### src/rtl/gfx2d_pkg.sv
`timescale 1ns/1ps
package gfx2d_pkg;

    localparam int ADDR_W = 16;
    localparam int DATA_W = 32;
    localparam int CRD_W  = 11;
    localparam int STR_W  = 12;
    localparam int BASE_W = 23;

    localparam logic [BASE_W-1:0] BASE_MASK_BIG   = 23'h7FFFF8;
    localparam logic [BASE_W-1:0] BASE_MASK_SMALL = 23'h3FFFF8;
    localparam logic [STR_W-1:0]  STR_MASK        = 12'hFF8;
    localparam logic [DATA_W-1:0] PGCNT_MASK      = 32'h300007FF;
    localparam logic [DATA_W-1:0] UNMAPPED_VAL    = 32'hFFFFFFFF;

    localparam logic [7:0] PG_RECT = 8'hA4;
    localparam logic [7:0] PG_LINE = 8'hA8;
    localparam logic [7:0] PG_POLY = 8'hAC;

    typedef enum logic [4:0] {
        REG_NONE, REG_SRC_BASE, REG_DST_BASE, REG_CLIP_H, REG_CLIP_V, REG_STRIDE,
        REG_PAT0, REG_PAT1, REG_PAT_BG, REG_PAT_FG, REG_SRC_BG, REG_SRC_FG, REG_CMD,
        REG_RECT_SIZE, REG_RECT_SRC, REG_RECT_DST,
        REG_LN_END, REG_LN_DX, REG_LN_X0, REG_LN_Y0, REG_LN_CNT,
        REG_PG_RDX, REG_PG_RX0, REG_PG_LDX, REG_PG_LX0, REG_PG_Y0, REG_PG_CNT
    } reg_id_e;

    typedef struct packed {
        logic [CRD_W-1:0] hi;
        logic [CRD_W-1:0] lo;
    } pair_t;

    typedef struct packed {
        logic [BASE_W-1:0] src_base;
        logic [BASE_W-1:0] dst_base;
        pair_t             clip_h;
        pair_t             clip_v;
        logic [STR_W-1:0]  dst_str;
        logic [STR_W-1:0]  src_str;
        logic [DATA_W-1:0] pat0;
        logic [DATA_W-1:0] pat1;
        logic [DATA_W-1:0] pat_bg;
        logic [DATA_W-1:0] pat_fg;
        logic [DATA_W-1:0] src_bg;
        logic [DATA_W-1:0] src_fg;
        logic [DATA_W-1:0] cmd;
        pair_t             rect_size;
        pair_t             rect_src;
        pair_t             rect_dst;
        pair_t             ln_end;
        logic [DATA_W-1:0] ln_dx;
        logic [DATA_W-1:0] ln_x0;
        logic [CRD_W-1:0]  ln_y0;
        logic [CRD_W-1:0]  ln_cnt;
        logic              ln_dir;
        logic [DATA_W-1:0] pg_rdx;
        logic [DATA_W-1:0] pg_rx0;
        logic [DATA_W-1:0] pg_ldx;
        logic [DATA_W-1:0] pg_lx0;
        logic [CRD_W-1:0]  pg_y0;
        logic [DATA_W-1:0] pg_cnt;
    } regfile_t;

    function automatic reg_id_e decode_addr(logic [ADDR_W-1:0] a);
        logic [7:0] pg;
        logic [7:0] off;
        logic       shared;
        logic       pat_pg;
        pg     = a[15:8];
        off    = {a[7:2], 2'b00};
        shared = (pg == PG_RECT) || (pg == PG_LINE) || (pg == PG_POLY);
        pat_pg = (pg == PG_RECT) || (pg == PG_POLY);
        decode_addr = REG_NONE;
        if (shared) begin
            case (off)
                8'hD4: decode_addr = REG_SRC_BASE;
                8'hD8: decode_addr = REG_DST_BASE;
                8'hDC: decode_addr = REG_CLIP_H;
                8'hE0: decode_addr = REG_CLIP_V;
                8'hE4: decode_addr = REG_STRIDE;
                8'hE8: if (pat_pg) decode_addr = REG_PAT0;
                8'hEC: if (pat_pg) decode_addr = REG_PAT1;
                8'hF0: if (pat_pg) decode_addr = REG_PAT_BG;
                8'hF4: decode_addr = REG_PAT_FG;
                8'hF8: if (pg == PG_RECT) decode_addr = REG_SRC_BG;
                8'hFC: if (pg == PG_RECT) decode_addr = REG_SRC_FG;
                default: decode_addr = REG_NONE;
            endcase
        end else if (pg == PG_RECT + 8'd1) begin
            case (off)
                8'h00: decode_addr = REG_CMD;
                8'h04: decode_addr = REG_RECT_SIZE;
                8'h08: decode_addr = REG_RECT_SRC;
                8'h0C: decode_addr = REG_RECT_DST;
                default: decode_addr = REG_NONE;
            endcase
        end else if (pg == PG_LINE + 8'd1) begin
            case (off)
                8'h00: decode_addr = REG_CMD;
                8'h6C: decode_addr = REG_LN_END;
                8'h70: decode_addr = REG_LN_DX;
                8'h74: decode_addr = REG_LN_X0;
                8'h78: decode_addr = REG_LN_Y0;
                8'h7C: decode_addr = REG_LN_CNT;
                default: decode_addr = REG_NONE;
            endcase
        end else if (pg == PG_POLY + 8'd1) begin
            case (off)
                8'h00: decode_addr = REG_CMD;
                8'h68: decode_addr = REG_PG_RDX;
                8'h6C: decode_addr = REG_PG_RX0;
                8'h70: decode_addr = REG_PG_LDX;
                8'h74: decode_addr = REG_PG_LX0;
                8'h78: decode_addr = REG_PG_Y0;
                8'h7C: decode_addr = REG_PG_CNT;
                default: decode_addr = REG_NONE;
            endcase
        end
    endfunction

    function automatic pair_t split_pair(logic [DATA_W-1:0] d);
        pair_t p;
        p.hi = d[16 +: CRD_W];
        p.lo = d[0 +: CRD_W];
        return p;
    endfunction

    function automatic logic [DATA_W-1:0] join_pair(pair_t p);
        return {{(16-CRD_W){1'b0}}, p.hi, {(16-CRD_W){1'b0}}, p.lo};
    endfunction

    function automatic regfile_t apply_write(regfile_t r, reg_id_e id,
                                             logic [DATA_W-1:0] d, logic big);
        regfile_t          n;
        logic [BASE_W-1:0] bm;
        n  = r;
        bm = big ? BASE_MASK_BIG : BASE_MASK_SMALL;
        case (id)
            REG_SRC_BASE:  n.src_base  = d[BASE_W-1:0] & bm;
            REG_DST_BASE:  n.dst_base  = d[BASE_W-1:0] & bm;
            REG_CLIP_H:    n.clip_h    = split_pair(d);
            REG_CLIP_V:    n.clip_v    = split_pair(d);
            REG_STRIDE: begin
                n.dst_str = d[16 +: STR_W] & STR_MASK;
                n.src_str = d[0 +: STR_W] & STR_MASK;
            end
            REG_PAT0:      n.pat0      = d;
            REG_PAT1:      n.pat1      = d;
            REG_PAT_BG:    n.pat_bg    = d;
            REG_PAT_FG:    n.pat_fg    = d;
            REG_SRC_BG:    n.src_bg    = d;
            REG_SRC_FG:    n.src_fg    = d;
            REG_CMD:       n.cmd       = d;
            REG_RECT_SIZE: n.rect_size = split_pair(d);
            REG_RECT_SRC:  n.rect_src  = split_pair(d);
            REG_RECT_DST:  n.rect_dst  = split_pair(d);
            REG_LN_END:    n.ln_end    = split_pair(d);
            REG_LN_DX:     n.ln_dx     = d;
            REG_LN_X0:     n.ln_x0     = d;
            REG_LN_Y0:     n.ln_y0     = d[CRD_W-1:0];
            REG_LN_CNT: begin
                n.ln_cnt = d[CRD_W-1:0];
                n.ln_dir = d[DATA_W-1];
            end
            REG_PG_RDX:    n.pg_rdx    = d;
            REG_PG_RX0:    n.pg_rx0    = d;
            REG_PG_LDX:    n.pg_ldx    = d;
            REG_PG_LX0:    n.pg_lx0    = d;
            REG_PG_Y0:     n.pg_y0     = d[CRD_W-1:0];
            REG_PG_CNT:    n.pg_cnt    = d & PGCNT_MASK;
            default:       n           = r;
        endcase
        return n;
    endfunction

    function automatic logic [DATA_W-1:0] read_back(regfile_t r, reg_id_e id);
        case (id)
            REG_SRC_BASE:  return {{(DATA_W-BASE_W){1'b0}}, r.src_base};
            REG_DST_BASE:  return {{(DATA_W-BASE_W){1'b0}}, r.dst_base};
            REG_CLIP_H:    return join_pair(r.clip_h);
            REG_CLIP_V:    return join_pair(r.clip_v);
            REG_STRIDE:    return {{(16-STR_W){1'b0}}, r.dst_str,
                                   {(16-STR_W){1'b0}}, r.src_str};
            REG_PAT0:      return r.pat0;
            REG_PAT1:      return r.pat1;
            REG_PAT_BG:    return r.pat_bg;
            REG_PAT_FG:    return r.pat_fg;
            REG_SRC_BG:    return r.src_bg;
            REG_SRC_FG:    return r.src_fg;
            REG_CMD:       return r.cmd;
            REG_RECT_SIZE: return join_pair(r.rect_size);
            REG_RECT_SRC:  return join_pair(r.rect_src);
            REG_RECT_DST:  return join_pair(r.rect_dst);
            REG_LN_END:    return join_pair(r.ln_end);
            REG_LN_DX:     return r.ln_dx;
            REG_LN_X0:     return r.ln_x0;
            REG_LN_Y0:     return {{(DATA_W-CRD_W){1'b0}}, r.ln_y0};
            REG_LN_CNT:    return {r.ln_dir, {(DATA_W-1-CRD_W){1'b0}}, r.ln_cnt};
            REG_PG_RDX:    return r.pg_rdx;
            REG_PG_RX0:    return r.pg_rx0;
            REG_PG_LDX:    return r.pg_ldx;
            REG_PG_LX0:    return r.pg_lx0;
            REG_PG_Y0:     return {{(DATA_W-CRD_W){1'b0}}, r.pg_y0};
            REG_PG_CNT:    return r.pg_cnt;
            default:       return UNMAPPED_VAL;
        endcase
    endfunction

endpackage

### src/rtl/gfx2d_decode.sv
`timescale 1ns/1ps
module gfx2d_decode
    import gfx2d_pkg::*;
(
    input  logic [ADDR_W-1:0] addr,
    output reg_id_e           id
);
    always_comb id = decode_addr(addr);
endmodule

### src/rtl/gfx2d_regs.sv
`timescale 1ns/1ps
module gfx2d_regs
    import gfx2d_pkg::*;
#(
    parameter int AE_BIT = 0
) (
    input  logic              clk,
    input  logic              rst,
    input  logic              wr_en,
    input  reg_id_e           wr_id,
    input  logic [DATA_W-1:0] wr_data,
    input  logic              mem_big,
    input  reg_id_e           rd_id,
    output logic [DATA_W-1:0] rd_data,
    output logic              cmd_ae
);
    regfile_t regs_q;

    always_ff @(posedge clk) begin
        if (rst) regs_q <= '0;
        else if (wr_en) regs_q <= apply_write(regs_q, wr_id, wr_data, mem_big);
    end

    always_comb rd_data = read_back(regs_q, rd_id);
    always_comb cmd_ae  = regs_q.cmd[AE_BIT];
endmodule

### src/rtl/gfx2d_launch.sv
`timescale 1ns/1ps
module gfx2d_launch
    import gfx2d_pkg::*;
(
    input  logic    clk,
    input  logic    rst,
    input  logic    wr_en,
    input  reg_id_e wr_id,
    input  logic    wr_ae,
    input  logic    cmd_ae,
    output logic    launch
);
    logic is_final;
    logic fire;

    always_comb begin
        is_final = (wr_id == REG_RECT_DST) || (wr_id == REG_LN_CNT) ||
                   (wr_id == REG_PG_CNT);
        if (wr_id == REG_CMD) fire = wr_en && !wr_ae;
        else                  fire = wr_en && is_final && cmd_ae;
    end

    always_ff @(posedge clk) begin
        if (rst) launch <= 1'b0;
        else     launch <= fire;
    end
endmodule

### src/rtl/gfx2d_regfile.sv
`timescale 1ns/1ps
module gfx2d_regfile
    import gfx2d_pkg::*;
#(
    parameter int AE_BIT = 0
) (
    input  logic              clk,
    input  logic              rst,
    input  logic              wr_en,
    input  logic [ADDR_W-1:0] wr_addr,
    input  logic [DATA_W-1:0] wr_data,
    input  logic              mem_big,
    input  logic [ADDR_W-1:0] rd_addr,
    output logic [DATA_W-1:0] rd_data,
    output logic              launch
);
    localparam int NPORT = 2;

    logic [ADDR_W-1:0] dec_addr [NPORT];
    reg_id_e           dec_id   [NPORT];
    reg_id_e           wr_id;
    reg_id_e           rd_id;
    logic              cmd_ae;

    assign dec_addr[0] = wr_addr;
    assign dec_addr[1] = rd_addr;

    for (genvar p = 0; p < NPORT; p++) begin : g_dec
        gfx2d_decode u_dec (.addr(dec_addr[p]), .id(dec_id[p]));
    end

    assign wr_id = dec_id[0];
    assign rd_id = dec_id[1];

    gfx2d_regs #(.AE_BIT(AE_BIT)) u_regs (
        .clk(clk), .rst(rst), .wr_en(wr_en), .wr_id(wr_id), .wr_data(wr_data),
        .mem_big(mem_big), .rd_id(rd_id), .rd_data(rd_data), .cmd_ae(cmd_ae)
    );

    gfx2d_launch u_launch (
        .clk(clk), .rst(rst), .wr_en(wr_en), .wr_id(wr_id),
        .wr_ae(wr_data[AE_BIT]), .cmd_ae(cmd_ae), .launch(launch)
    );
endmodule

### config.mk
export PLATFORM = sky130hd
export DESIGN_NAME = gfx2d_regfile
export DESIGN_NICKNAME = d
export VERILOG_FILES = /design/src/rtl/gfx2d_pkg.sv /design/src/rtl/gfx2d_decode.sv /design/src/rtl/gfx2d_regs.sv /design/src/rtl/gfx2d_launch.sv /design/src/rtl/gfx2d_regfile.sv
export SDC_FILE = /design/constraint.sdc
export NUM_CORES = 2
export LEC_CHECK = 0
export BUFFER_PORTS_ARGS = -buffer_cell sky130_fd_sc_hd__buf_2
export CAP_MARGIN = 20
export CORE_MARGIN = 10
export CORE_UTILIZATION = 54
export DETAILED_ROUTE_END_ITERATION = 6
export PLACE_DENSITY_LB_ADDON = 0.15
export SYNTH_ARGS = -nofsm -noshare
export SYNTH_HDL_FRONTEND = slang
export SYNTH_SLANG_ARGS = --single-unit
### constraint.sdc
create_clock -name clk -period 4.95 [get_ports clk]
set_clock_uncertainty 0.05 [all_clocks]
set_input_delay 0.7425 -clock clk [delete_from_list [all_inputs] [get_ports clk]]
set_output_delay 0.7425 -clock clk [all_outputs]
set_load 0.01 [all_outputs]
### Word level (Yosys, flattened, before mapping)

Index checks and enable logic that the tools add are counted.

| storage, ports and cells | value |
|---|---|
| flip-flop bits (word level) | 660 |
| bits of input ports | 68 |
| output and inout port bits | 33 |
| word-level logic and storage cells | 209 |

| operators by class | value |
|---|---|
| equality and inequality tests | 104 |
| mux-type cells | 29 |
| bitwise operators | 1 |
| reduce and logical (&&, ||, !) cells | 40 |

Operators with widths:

| kind | count |
|---|---|
| case mux 32 bit (26 select lines) | 1 |
| equality test 6 bit (second input constant) | 22 |
| equality test 5 bit (second input constant) | 22 |
| case mux 5 bit (11 select lines) | 2 |
| equality test 8 bit (second input constant) | 12 |
| equality test 5 x 4 -> 1 bit (second input constant) | 16 |
| equality test 6 x 5 -> 1 bit (second input constant) | 12 |
| case mux 5 bit (7 select lines) | 2 |
| case mux 5 bit (6 select lines) | 2 |
| AND reduction 2 bit | 26 |
| equality test 5 x 3 -> 1 bit (second input constant) | 8 |
| 2-to-1 mux 5 bit | 8 |
| case mux 4 bit (4 select lines) | 2 |
| equality test 6 x 2 -> 1 bit (second input constant) | 4 |
| 2-to-1 mux 4 bit | 6 |
| bitwise AND 23 bit | 1 |
| 2-to-1 mux 23 bit | 1 |
| equality test 5 x 2 -> 1 bit (second input constant) | 4 |
| equality test 6 x 1 -> 1 bit (second input constant) | 2 |
| zero test 6 bit | 2 |
| 2-to-1 mux 3 bit | 4 |
| equality test 5 x 1 -> 1 bit (second input constant) | 2 |
| logical OR 1 bit | 8 |
| logical AND 1 bit | 3 |
| 2 further kinds | 2 |

### Logic depth before layout (Yosys ltp)

| logic depth | value |
|---|---|
| depth after elaboration | 12 |
| depth in mapped cells | 14 |
| mapped depth without buffers | 9 |

### By module

A second synthesis with hierarchy kept.

| second synthesis, totals | value |
|---|---|
| cell total of the unflattened synthesis | 3805 |
| area total of the unflattened synthesis | 28542.4 µm² |

By module, submodules not included:

| module | times used | cells an instance | area each (µm²) | sequential area each (µm²) |
|---|---|---|---|---|
| gfx2d_regs | 1 | 3642 | 27487.6 | 13072.5 |
| gfx2d_decode | 2 | 75 | 475.5 | 0.0 |
| gfx2d_launch | 1 | 13 | 103.8 | 20.0 |

### Least setup slack after synthesis

OpenSTA, ideal clock, no wires.

| path | value |
|---|---|
| path type | input -> output |
| start point | in rd_addr[12] |
| end point | out rd_data[3] |
| arrival time | 3492 ps |
| required time | 4158 ps |
| setup slack | 665 ps |
| stages | 9 |
| buffers on the path | 0 |
| cells stage by stage | nand4bb_4 or3_1 or4_1 o211ai_2 mux2_2 a32o_1 a221oi_1 o2111ai_1 or4_1 |

| between the ends | value |
|---|---|
| longest elaborated chain between the ends | 7 |
| elaborated cells on any way between the ends | 46 |
| classes of those cells | 32 x eq/ne; 11 x mux; 3 x reduce/logical |

RTL lines:

| element | line | text |
|---|---|---|
| start: declaration | gfx2d_regfile.sv:13 | `input logic [ADDR_W-1:0] rd_addr,` |
| equality test 8 bit, on equally long branches | n/a |  |
| logical OR 1 bit / 2-to-1 mux 5 bit (equally long branches) | gfx2d_pkg.sv:72, gfx2d_pkg.sv:107 |  |
| 2-to-1 mux 3 bit (tied with other cells) | gfx2d_pkg.sv:82 | `8'hEC: if (pat_pg) decode_addr = REG_PAT1;` |
| case mux 5 bit (11 select lines) / 2-to-1 mux 5 bit (equally long branches) | gfx2d_pkg.sv:75, gfx2d_pkg.sv:89 |  |
| 2-to-1 mux 5 bit * | gfx2d_pkg.sv:74 | `if (shared) begin` |
| equality test 5 bit (tied with other cells) | gfx2d_pkg.sv:177 | `case (id)` |
| case mux 32 bit (26 select lines) * | gfx2d_pkg.sv:177 |  |
| end: declaration | gfx2d_regfile.sv:14 | `output logic [DATA_W-1:0] rd_data,` |

Mark *: on every way between the ends. The rest lies on a longest branch, timed or not.

### Worst setup path after layout

| path | value |
|---|---|
| start point | in rd_addr[12] |
| end point | out rd_data[6] |

The elaborated chain is that of the path after synthesis.

==> impl_metrics.tcl <==
set metrics [dict create \
    min_period_ps 4950 \
    clock-sinks 654 \
    ys_seq_area_share_pct 45.8 \
    core_um2 52600 \
    worstPathRequired_ps 4160 \
    synthFlopType "dfxtp_1" \
    worst_hold_path_type "input port to register" \
    synth_edf_count 0 \
    ys_warn_count 0 \
    grt_pass1_wl_um 176000 \
    crit_fanout 9 \
    cellLeakagePower_nw 10.5 \
    worst_setup_path_start_kind "input port" \
    cts_buffers 70 \
    outcome "finished with violations" \
    placed_cell_area_um2 30700 \
    finalPower_mw 10.9 \
    num_rows 84 \
    violations "DRC" \
    first_pass_iters 7 \
    grt_max_degree 149 \
    clk_pin_slew_ps 60 \
    arrival_ps 4150 \
    die_area_um2 62600 \
    worst_pin_slew_ps 1060 \
    drive_above_1_share_pct 12.6 \
    hold_viol 0 \
    hpwl_um 75400 \
    cts_tree "yes" \
    startpoint "rd_addr[12]" \
    cts_buffer_depth 3 \
    fillers 4512 \
    synth_top_family_by_area "simple AND/OR/NAND/NOR gates" \
    hp-start "mem_big" \
    synth_fp_nets 3895 \
    netlist_area_um2 28600 \
    wl_um 121000 \
    setup_viol 0 \
    holdBufCountCts 0 \
    synthDistinctLibCells 87 \
    yosys-mux-area-fraction_pct 2.75 \
    die_x_um 250 \
    drt_iter0_drc 5019 \
    crit_path_end_kind "primary output" \
    synth_cells 3827 \
    grt_overflow 0 \
    synth_compound_area_share_pct 21.6 \
    grt_pass1_vias 28000 \
    p_per_area_nw_per_um2 329 \
    post-route-period-util_pct 99.9 \
    track_usage_pct 36.4 \
    floorplan.initialDensity_pct 54.4 \
    slew-limit-headroom_pct 28.9 \
    routedWlPerCell_um 26.3 \
    syn_area_per_cell_um2 7.47 \
    async_reset_ff_share_pct 0 \
    fmax_mhz 202 \
    design_area_um2 33000 \
    die_y_um 250 \
    worstSetupPathType "input port to primary output" \
    root_buffer "clkbuf_16" \
    max_cap_violations 0 \
    synth_seq_cells 654 \
    final_nets 3916 \
    io_pins 101 \
    drv_slew 0 \
    drc 8 \
    final_core_util_pct 62.9 \
    rsz0062_at_grt "yes" \
    place_congestion 0.981 \
    finalSetupTns_ps 0 \
    synth_fa_ha_area_share_pct 0 \
    irDropWorstVdd_uv 226 \
    r2r_start "u_regs.cmd_ae" \
    cts_max_level 3 \
    drtAntennaViolNets 0 \
    insertion_delay_ps 630 \
    vias 30000 \
    synth-simple-area-share_pct 24.6 \
    antenna_found_initial 1 \
    place.port_buffers 96 \
    vias_per_cell 6.55 \
    synthToLayoutAreaGrowth_pct 15.6 \
    synthXorXnorAreaFrac_pct 0.0613 \
]
power by group:
part / internal [mW] / leakage (nW) / switching (mW) / total [mW]
registers: 5.26 / 5.26 / 0.000193 / 5.26
clock network: 3.09 / 1.13 / 2.20 / 5.30
logic: 0.0592 / 4.07 / 0.247 / 0.307
total: 8.41 / 10.5 / 2.45 / 10.9
what timing repair did:
action | in CTS | in global routing
endpoints found under the setup margin | 3 | 12
buffers inserted | 0 | 0
resized for setup | 3 | 15
pin swaps | 0 | 2
metal layers:
| metal | track usage, % | up-vias | share of wire, % |
|---|---|---|---|
| li1 | - | 13100 | - |
| met1 | 45.9 | 14000 | 36 |
| met2 | 54.3 | 2376 | 43 |
| met3 | 10.7 | 539 | 15 |
| met4 | 21.8 | 0 | 6.5 |
| met5 | 0 | - | 0 |
stage by stage:
stage	std cells	setup slack, ps	hold WS, ps
6_report	4583	4.74	366
5_1_grt	4582	-6.20	367
3_3_place_gp	4462	-19.9	384
4_1_cts	4581	31.5	361
3_5_place_dp	4464	-80.7	393
2_1_floorplan	3827	665	377
layout by cell type, fill, tap and decap left out, types with 14 or more instances in the layout:
master / Yosys / routed
nand2_1: 1427 / 1425
a21oi_1: 703 / 703
dfxtp_1: 654 / 654
buf_4: 9 / 171
buf_2: 68 / 95
mux2i_1: 74 / 74
clkbuf_16: 0 / 74
nor2_1: 90 / 67
a22oi_1: 66 / 66
a222oi_1: 43 / 43
o21ai_0: 33 / 32
buf_12: 0 / 32
nand4_1: 28 / 28
nand3_1: 27 / 27
a22o_1: 24 / 24
a221oi_1: 24 / 22
nor3_1: 23 / 20
clkbuf_8: 0 / 18
nor2_4: 1 / 17
and3_1: 14 / 14
worst max-delay path, cell delays in order:
cell and delay (ps):
buf_2 90, nand4bb_4 250, or3_1 370, or4_1 580, o211ai_4 200, buf_6 250, mux2i_1 210, o2bb2ai_1 90
a21oi_1 390, o221ai_1 190, or4_1 590, buf_2 180
flip-flops by register name, summed over array words and instances, names as in the netlist:
signal,count
u_regs.regs_q,652
u_launch.launch,1
u_regs.cmd_ae,1
worst paths after layout:
path,to,slack (ps),cells past startpoint
max,rd_data[6],5,12
min,u_regs.regs_q[660],370,3
max reg2reg,u_launch.launch,4070,2
min reg2reg,u_regs.regs_q[415],400,2
area by class of cell:
cell class | instances | area (um^2) | share of cell area (%)
flip-flops and latches | 654 | 13100 | 39.6
repair buffers | 303 | 2460 | 7.44
clock buffers | 104 | 2140 | 6.49
well taps | 688 | 861 | 2.60
multi-input cells | 2814 | 14300 | 43.3
diodes | 2 | 5.00 | 0.0151
clock inverters | 13 | 140 | 0.424
inverters | 5 | 18.8 | 0.0568
cells in the mapped netlist, drive strengths merged, types with 10 or more instances:
library cell     n  area [um^2]
nor3            25          141
dfxtp          654        13100
mux2i           74          741
a21oi          703         3520
or3             14         92.6
nand3           28          145
buf             91          475
nand2         1428         5360
a221o           10          100
nand2b          13         81.3
nor2            93          362
a22oi           66          495
o221ai          13          114
a222oi          43          430
a221oi          24          210
o21ai           37          189
o211ai          13          103
or2             11         68.8
clkbuf         263          987
and3            14         87.6
a22o            24          210
nand4           28          175
cell families after synthesis:
logic type	after synthesis
compound gates	1024
simple gates	1710
buf+inv	359
mux	78
xor+xnor	2
flops	654
No activity file was read; power rests on OpenSTA's default activity.
